File: config.mk
export PLATFORM = sky130hd
export DESIGN_NAME = secure_scan_guard
export DESIGN_NICKNAME = d
export VERILOG_FILES = /design/src/rtl/secscan_pkg.sv /design/src/rtl/secscan_ctrl.sv /design/src/rtl/secscan_datapath.sv /design/src/rtl/secure_scan_guard.sv
export SDC_FILE = /design/constraint.sdc
export NUM_CORES = 1
export LEC_CHECK = 0
export CAP_MARGIN = 10
export CORE_AREA = 2 2 154 156
export DETAILED_ROUTE_END_ITERATION = 10
export DIE_AREA = 0 0 156 158
export PLACE_DENSITY = 0.43
export RECOVER_POWER = 100
export SYNTH_ARGS = -nofsm -noshare
export SYNTH_HDL_FRONTEND = slang
export SYNTH_SLANG_ARGS = --single-unit
File: constraint.sdc
create_clock -name clk -period 3.35 [get_ports clk]
set_input_delay 0.8375 -clock clk [delete_from_list [all_inputs] [get_ports clk]]
set_output_delay 0.8375 -clock clk [all_outputs]
set_load 0.02 [all_outputs]
File: src/rtl/secscan_pkg.sv
package secscan_pkg;
  typedef struct packed {
    logic scanInEn;
    logic scanOutEn;
    logic keyLoad;
  } ctrlStrobes_t;
endpackage

File: src/rtl/secscan_ctrl.sv
module secscan_ctrl
  import secscan_pkg::*;
(
  input  logic         clk,
  input  logic         porRstN,
  input  logic         secureCmd,
  output ctrlStrobes_t strobes
);
  logic lockQ;

  // One-way lock: only the power-on reset clears it
  always_ff @(posedge clk or negedge porRstN) begin
    if (!porRstN) lockQ <= 1'b0;
    else if (secureCmd) lockQ <= 1'b1;
  end

  always_comb begin
    strobes.scanInEn  = ~lockQ;
    strobes.scanOutEn = ~lockQ;
    strobes.keyLoad   = lockQ;
  end
endmodule

File: src/rtl/secscan_datapath.sv
module secscan_datapath
  import secscan_pkg::*;
#(
  parameter int KEY_W = 128
) (
  input  ctrlStrobes_t     strobes,
  input  logic             testModeIn,
  input  logic             scanDataIn,
  input  logic             chainOut,
  input  logic [KEY_W-1:0] mirrorKey,
  input  logic [KEY_W-1:0] secretKey,
  output logic             scanModeOut,
  output logic             chainDataIn,
  output logic             scanDataOut,
  output logic [KEY_W-1:0] coreKey
);
  always_comb begin
    scanModeOut = testModeIn & ~strobes.keyLoad;
    chainDataIn = scanDataIn & strobes.scanInEn;
    scanDataOut = chainOut & strobes.scanOutEn;
    coreKey     = strobes.keyLoad ? secretKey : mirrorKey;
  end
endmodule

File: src/rtl/secure_scan_guard.sv
module secure_scan_guard
  import secscan_pkg::*;
#(
  parameter int KEY_W = 128
) (
  input  logic             clk,
  input  logic             porRstN,
  input  logic             testModeIn,
  input  logic             secureCmd,
  input  logic             scanDataIn,
  input  logic             chainOut,
  input  logic [KEY_W-1:0] mirrorKey,
  input  logic [KEY_W-1:0] secretKey,
  output logic             scanEnIn,
  output logic             scanEnOut,
  output logic             keyLoad,
  output logic             scanModeOut,
  output logic             chainDataIn,
  output logic             scanDataOut,
  output logic [KEY_W-1:0] coreKey
);
  ctrlStrobes_t strobes;

  secscan_ctrl u_ctrl (
    .clk       (clk),
    .porRstN   (porRstN),
    .secureCmd (secureCmd),
    .strobes   (strobes)
  );

  secscan_datapath #(.KEY_W(KEY_W)) u_dp (
    .strobes     (strobes),
    .testModeIn  (testModeIn),
    .scanDataIn  (scanDataIn),
    .chainOut    (chainOut),
    .mirrorKey   (mirrorKey),
    .secretKey   (secretKey),
    .scanModeOut (scanModeOut),
    .chainDataIn (chainDataIn),
    .scanDataOut (scanDataOut),
    .coreKey     (coreKey)
  );

  assign scanEnIn  = strobes.scanInEn;
  assign scanEnOut = strobes.scanOutEn;
  assign keyLoad   = strobes.keyLoad;
endmodule

## Word level (Yosys, flattened, before mapping)

Index checks and enable logic that the tools add are counted.

| word-level totals | value |
|---|---|
| bits in registers | 1 |
| input bits | 262 |
| output and inout port bits | 134 |
| logic and storage cells | 6 |

| cells by class | value |
|---|---|
| multiplexer cells | 1 |
| bitwise operators | 4 |

Operator list:

| kind | number |
|---|---|
| 128-bit 2-to-1 mux | 1 |
| 1-bit bitwise AND | 3 |
| 1-bit inverter | 1 |

## Logic depth before layout (Yosys ltp)

Gate-level depths: netlist of run 1.

| depth | value |
|---|---|
| word-level depth | 2 |
| mapped depth | 5 |
| mapped depth without buffers | 1 |

## By module

A second synthesis of run 1 with hierarchy kept.

| second synthesis, totals | value |
|---|---|
| cells, all modules | 150 |
| area total of the unflattened synthesis | 1661.6 um^2 |

By module, submodules not included:

| module | times used | cells an instance | area each (um^2) | sequential area each (um^2) |
|---|---|---|---|---|
| secscan_datapath | 1 | 145 | 1611.5 | 0.0 |
| secscan_ctrl | 1 | 5 | 50.0 | 25.0 |

## Worst setup path after synthesis of run 1

No wires, ideal clock.

| timing | value |
|---|---|
| kind | register -> output |
| start point | register u_ctrl.lockQ |
| end point | output coreKey[100] |
| data arrival time | 1240 ps |
| data required time | 2513 ps |
| setup slack | 1272 ps |
| stages on the path, launching flop included | 5 |
| buffers on the path | 3 |
| cells stage by stage | dfrtp_1 -> buf_6 -> buf_6 -> buf_6 -> mux2_4 |

| on the way | value |
|---|---|
| cells in the longest elaborated chain, start to end | 1 |

Ends and longest elaborated chain:

| item | line | text |
|---|---|---|
| from (decl) | secscan_ctrl.sv:9 | `logic lockQ;` |
| from (signal assigned) | secscan_ctrl.sv:13 | `if (!porRstN) lockQ <= 1'b0;` |
| from (signal assigned) | secscan_ctrl.sv:14 | `else if (secureCmd) lockQ <= 1'b1;` |
| 128-bit 2-to-1 mux | secscan_datapath.sv:21 | `coreKey = strobes.keyLoad ? secretKey : mirrorKey;` |
| to (decl) | secure_scan_guard.sv:20 | `output logic [KEY_W-1:0] coreKey` |

No other way between the ends.

## Worst setup path after layout of run 1

| timing | value |
|---|---|
| start point | input secretKey[126] |
| end point | output coreKey[126] |

| on the way | value |
|---|---|
| cells in the longest elaborated chain, start to end | 1 |

Ends and longest elaborated chain:

| item | line | text |
|---|---|---|
| from (decl) | secure_scan_guard.sv:13 | `input logic [KEY_W-1:0] secretKey,` |
| 128-bit 2-to-1 mux | secscan_datapath.sv:21 |  |

No other way between the ends.

==> results of run 1 <==
==> critical path: stages <==
cell and delay, ns:
clkdlybuf4s50_1 0.43, mux2_2 0.31, dlygate4sd3_1 0.66
==> worst paths after layout <==
path / startpoint / end / slack [ns]
max: secretKey[126] / coreKey[126] / 0.27
max reg2reg: u_ctrl.lockQ$_DFFE_PN0P_ / u_ctrl.lockQ$_DFFE_PN0P_ / 2.29
min: u_ctrl.lockQ$_DFFE_PN0P_ / u_ctrl.lockQ$_DFFE_PN0P_ / 0.81
min in group asynchronous: porRstN / u_ctrl.lockQ$_DFFE_PN0P_ / 1.06
min reg2reg: u_ctrl.lockQ$_DFFE_PN0P_ / u_ctrl.lockQ$_DFFE_PN0P_ / 0.81
max in group asynchronous: porRstN / u_ctrl.lockQ$_DFFE_PN0P_ / 2.17
==> per-layer routing <==
| metal | vias to the layer above | global-route usage (%) |
|---|---|---|
| met5 | - | 0 |
| met4 | 2 | 0.262 |
| met3 | 6 | 3.83 |
| met2 | 204 | 21.2 |
| met1 | 1259 | 9.30 |
| li1 | 1331 | - |
==> cell usage in the layout (no fill, tap or decap), drive strengths merged <==
master         Yosys  layout
diode              0       1
clkdlybuf4s50      0     260
mux2             128     128
buf               16       5
dlygate4sd3        0     135
inv                1       1
nor2b              3       3
or2                1       1
dfrtp              1       1
==> report_power, final <==
group / switching [W] / internal, W / total (W)
logic: 0.000213 / 0.000445 / 0.000658
clock network: 0 / 0.0000000000400 / 0.0000000000400
registers: 0.000000000000000000233 / 0.0000123 / 0.0000123
total: 0.000213 / 0.000457 / 0.000670
==> through the flow <==
stage	utilization, %	instances	setup slack [ns]	cell area [um2]	total power, W
floorplan	-	150	1.27	1880	0.000223
global placement	26.6	824	0.342	6120	0.000709
detailed placement	26.6	824	0.366	6120	0.000710
CTS	26.6	824	0.356	6120	0.000715
global route	26.6	824	0.250	6120	0.000708
finish	26.6	825	0.271	6120	0.000670
==> final cells by class <==
cell class / count / share of cell area [%]
diodes: 1 / 0.0409
well taps: 290 / 5.92
inverters: 1 / 0.0613
multi-input cells: 132 / 27.9
repair buffers: 400 / 65.6
flip-flops and latches: 1 / 0.470
==> logic make-up after synthesis <==
group / share of synthesized area [%]
AND/OR/NAND/NOR: 1.33
buffers and inverters: 7.60
multiplexers: 89.7
flip-flops: 1.33
==> impl_metrics.env, run 1 <==
export IMPL_syn_avg_cell_area_um2=12.5
export IMPL_antenna_found_initial=2
export IMPL_power_density_nw_per_um2=109
export IMPL_grt_start_max_net_pins=39
export IMPL_synthTopCellsByCount="mux2_4, mux2_2, buf_6"
export IMPL_slew_headroom_pct=78.0
export IMPL_ys_flop_type="dfrtp_1"
export IMPL_nets=798
export IMPL_yosysWarnings=0
export IMPL_syn2layout_area_growth_pct=226
export IMPL_initial_core_util_pct=8.15
export IMPL_synth_top_area_share_pct=52.0
export IMPL_synth_cells=150
export IMPL_grt_pass1_wl_mm=18.6
export IMPL_holdWs_ns=0.806
export IMPL_synth_edf_count=0
export IMPL_ant_nets=0
export IMPL_grt_pass1_vias=3148
export IMPL_fin_skew_ns=0
export IMPL_worstPathRequired_ns=2.51
export IMPL_die_y_um=158
export IMPL_crit_fanout=1
export IMPL_r2r_cells=1
export IMPL_drtPass1Iterations=3
export IMPL_reg_top3="u_ctrl.lockQ: 1 flops"
export IMPL_via_per_inst=3.40
export IMPL_core_um2=23100
export IMPL_ctsHoldBuffers=0
export IMPL_wl_met3_mm=1.63
export IMPL_io_pins=396
export IMPL_dp_hpwl_mm=12.7
export IMPL_portBuffers=395
export IMPL_power_leakage_nw=2.55
export IMPL_clock_latency_ns=0
export IMPL_synth_nets=412
export IMPL_wl_met1_mm=4.38
export IMPL_finalMaxSlewViolations=0
export IMPL_synth_cell_types=9
export IMPL_fillCellCount=2418
export IMPL_whs_path_depth=1
export IMPL_wl_mm=13.9
export IMPL_grt_remaining_overflow=0
export IMPL_regMostFlops="u_ctrl.lockQ"
export IMPL_synth_top_area_cell="mux2_4"
export IMPL_wl_per_cell_um=16.9
export IMPL_largest_reg_flops=1
export IMPL_timing_final_crit_share_pct=91.9
export IMPL_drive_gt1_share_pct=25.3
export IMPL_ys_ff_latch=1
export IMPL_hold_viol=0
export IMPL_status="finished, final reports clean"
export IMPL_wl_met2_mm=7.89
export IMPL_rsz0062_at_grt="false"
export IMPL_drv_cap=0
export IMPL_remaining_drc_errors=0
export IMPL_synthTopCellsByArea="mux2_4, mux2_2, buf_6"
export IMPL_synth_most_common_cell="mux2_4"
export IMPL_gp_congestion=0.815
export IMPL_cp_end_kind="output pin"
export IMPL_grt_usage_pct=9.95
export IMPL_drtIter0Drc=40
export IMPL_rows=56
export IMPL_regArea_um2=28.8
export IMPL_multi_input_area_um2=1710
export IMPL_dr_max_layer_used="met5"
export IMPL_seq_area_frac_synth_pct=1.33
export IMPL_arrival_ns=2.24
export IMPL_start_kind="primary input"
export IMPL_die_area_um2=24600
export IMPL_hold_path_class="flop to flop"
export IMPL_fin_setup_tns_ns=0
export IMPL_setup_viol=0
export IMPL_max_freq_ghz=0.325
export IMPL_vias=2802
export IMPL_die_w_um=156
export IMPL_netlist_area_um2=1880
export IMPL_layout_min_cycle_time_ns=3.08
export IMPL_cts_setup_buffers=0
export IMPL_clkTransAtPathRegs_ns=0
export IMPL_crit_type="primary input to output pin"
export IMPL_ir_drop_mv=0.0419
export IMPL_worstMarginPinSlew_ns=0.328
export IMPL_cts_resized=0
export IMPL_async_flop_share_pct=100
Power figures use the tool's default switching activity.
==> inputs of run 2 (changes only) <==
--- a/config.mk
+++ b/config.mk
@@ -11,6 +11,7 @@
 export DIE_AREA = 0 0 156 158
 export PLACE_DENSITY = 0.43
 export RECOVER_POWER = 100
+export SKIP_CTS_REPAIR_TIMING = 1
 export SYNTH_ARGS = -nofsm -noshare
 export SYNTH_HDL_FRONTEND = slang
 export SYNTH_SLANG_ARGS = --single-unit
==> results of run 2 <==
Final layout, timing and power as in run 1 (identical DEF).
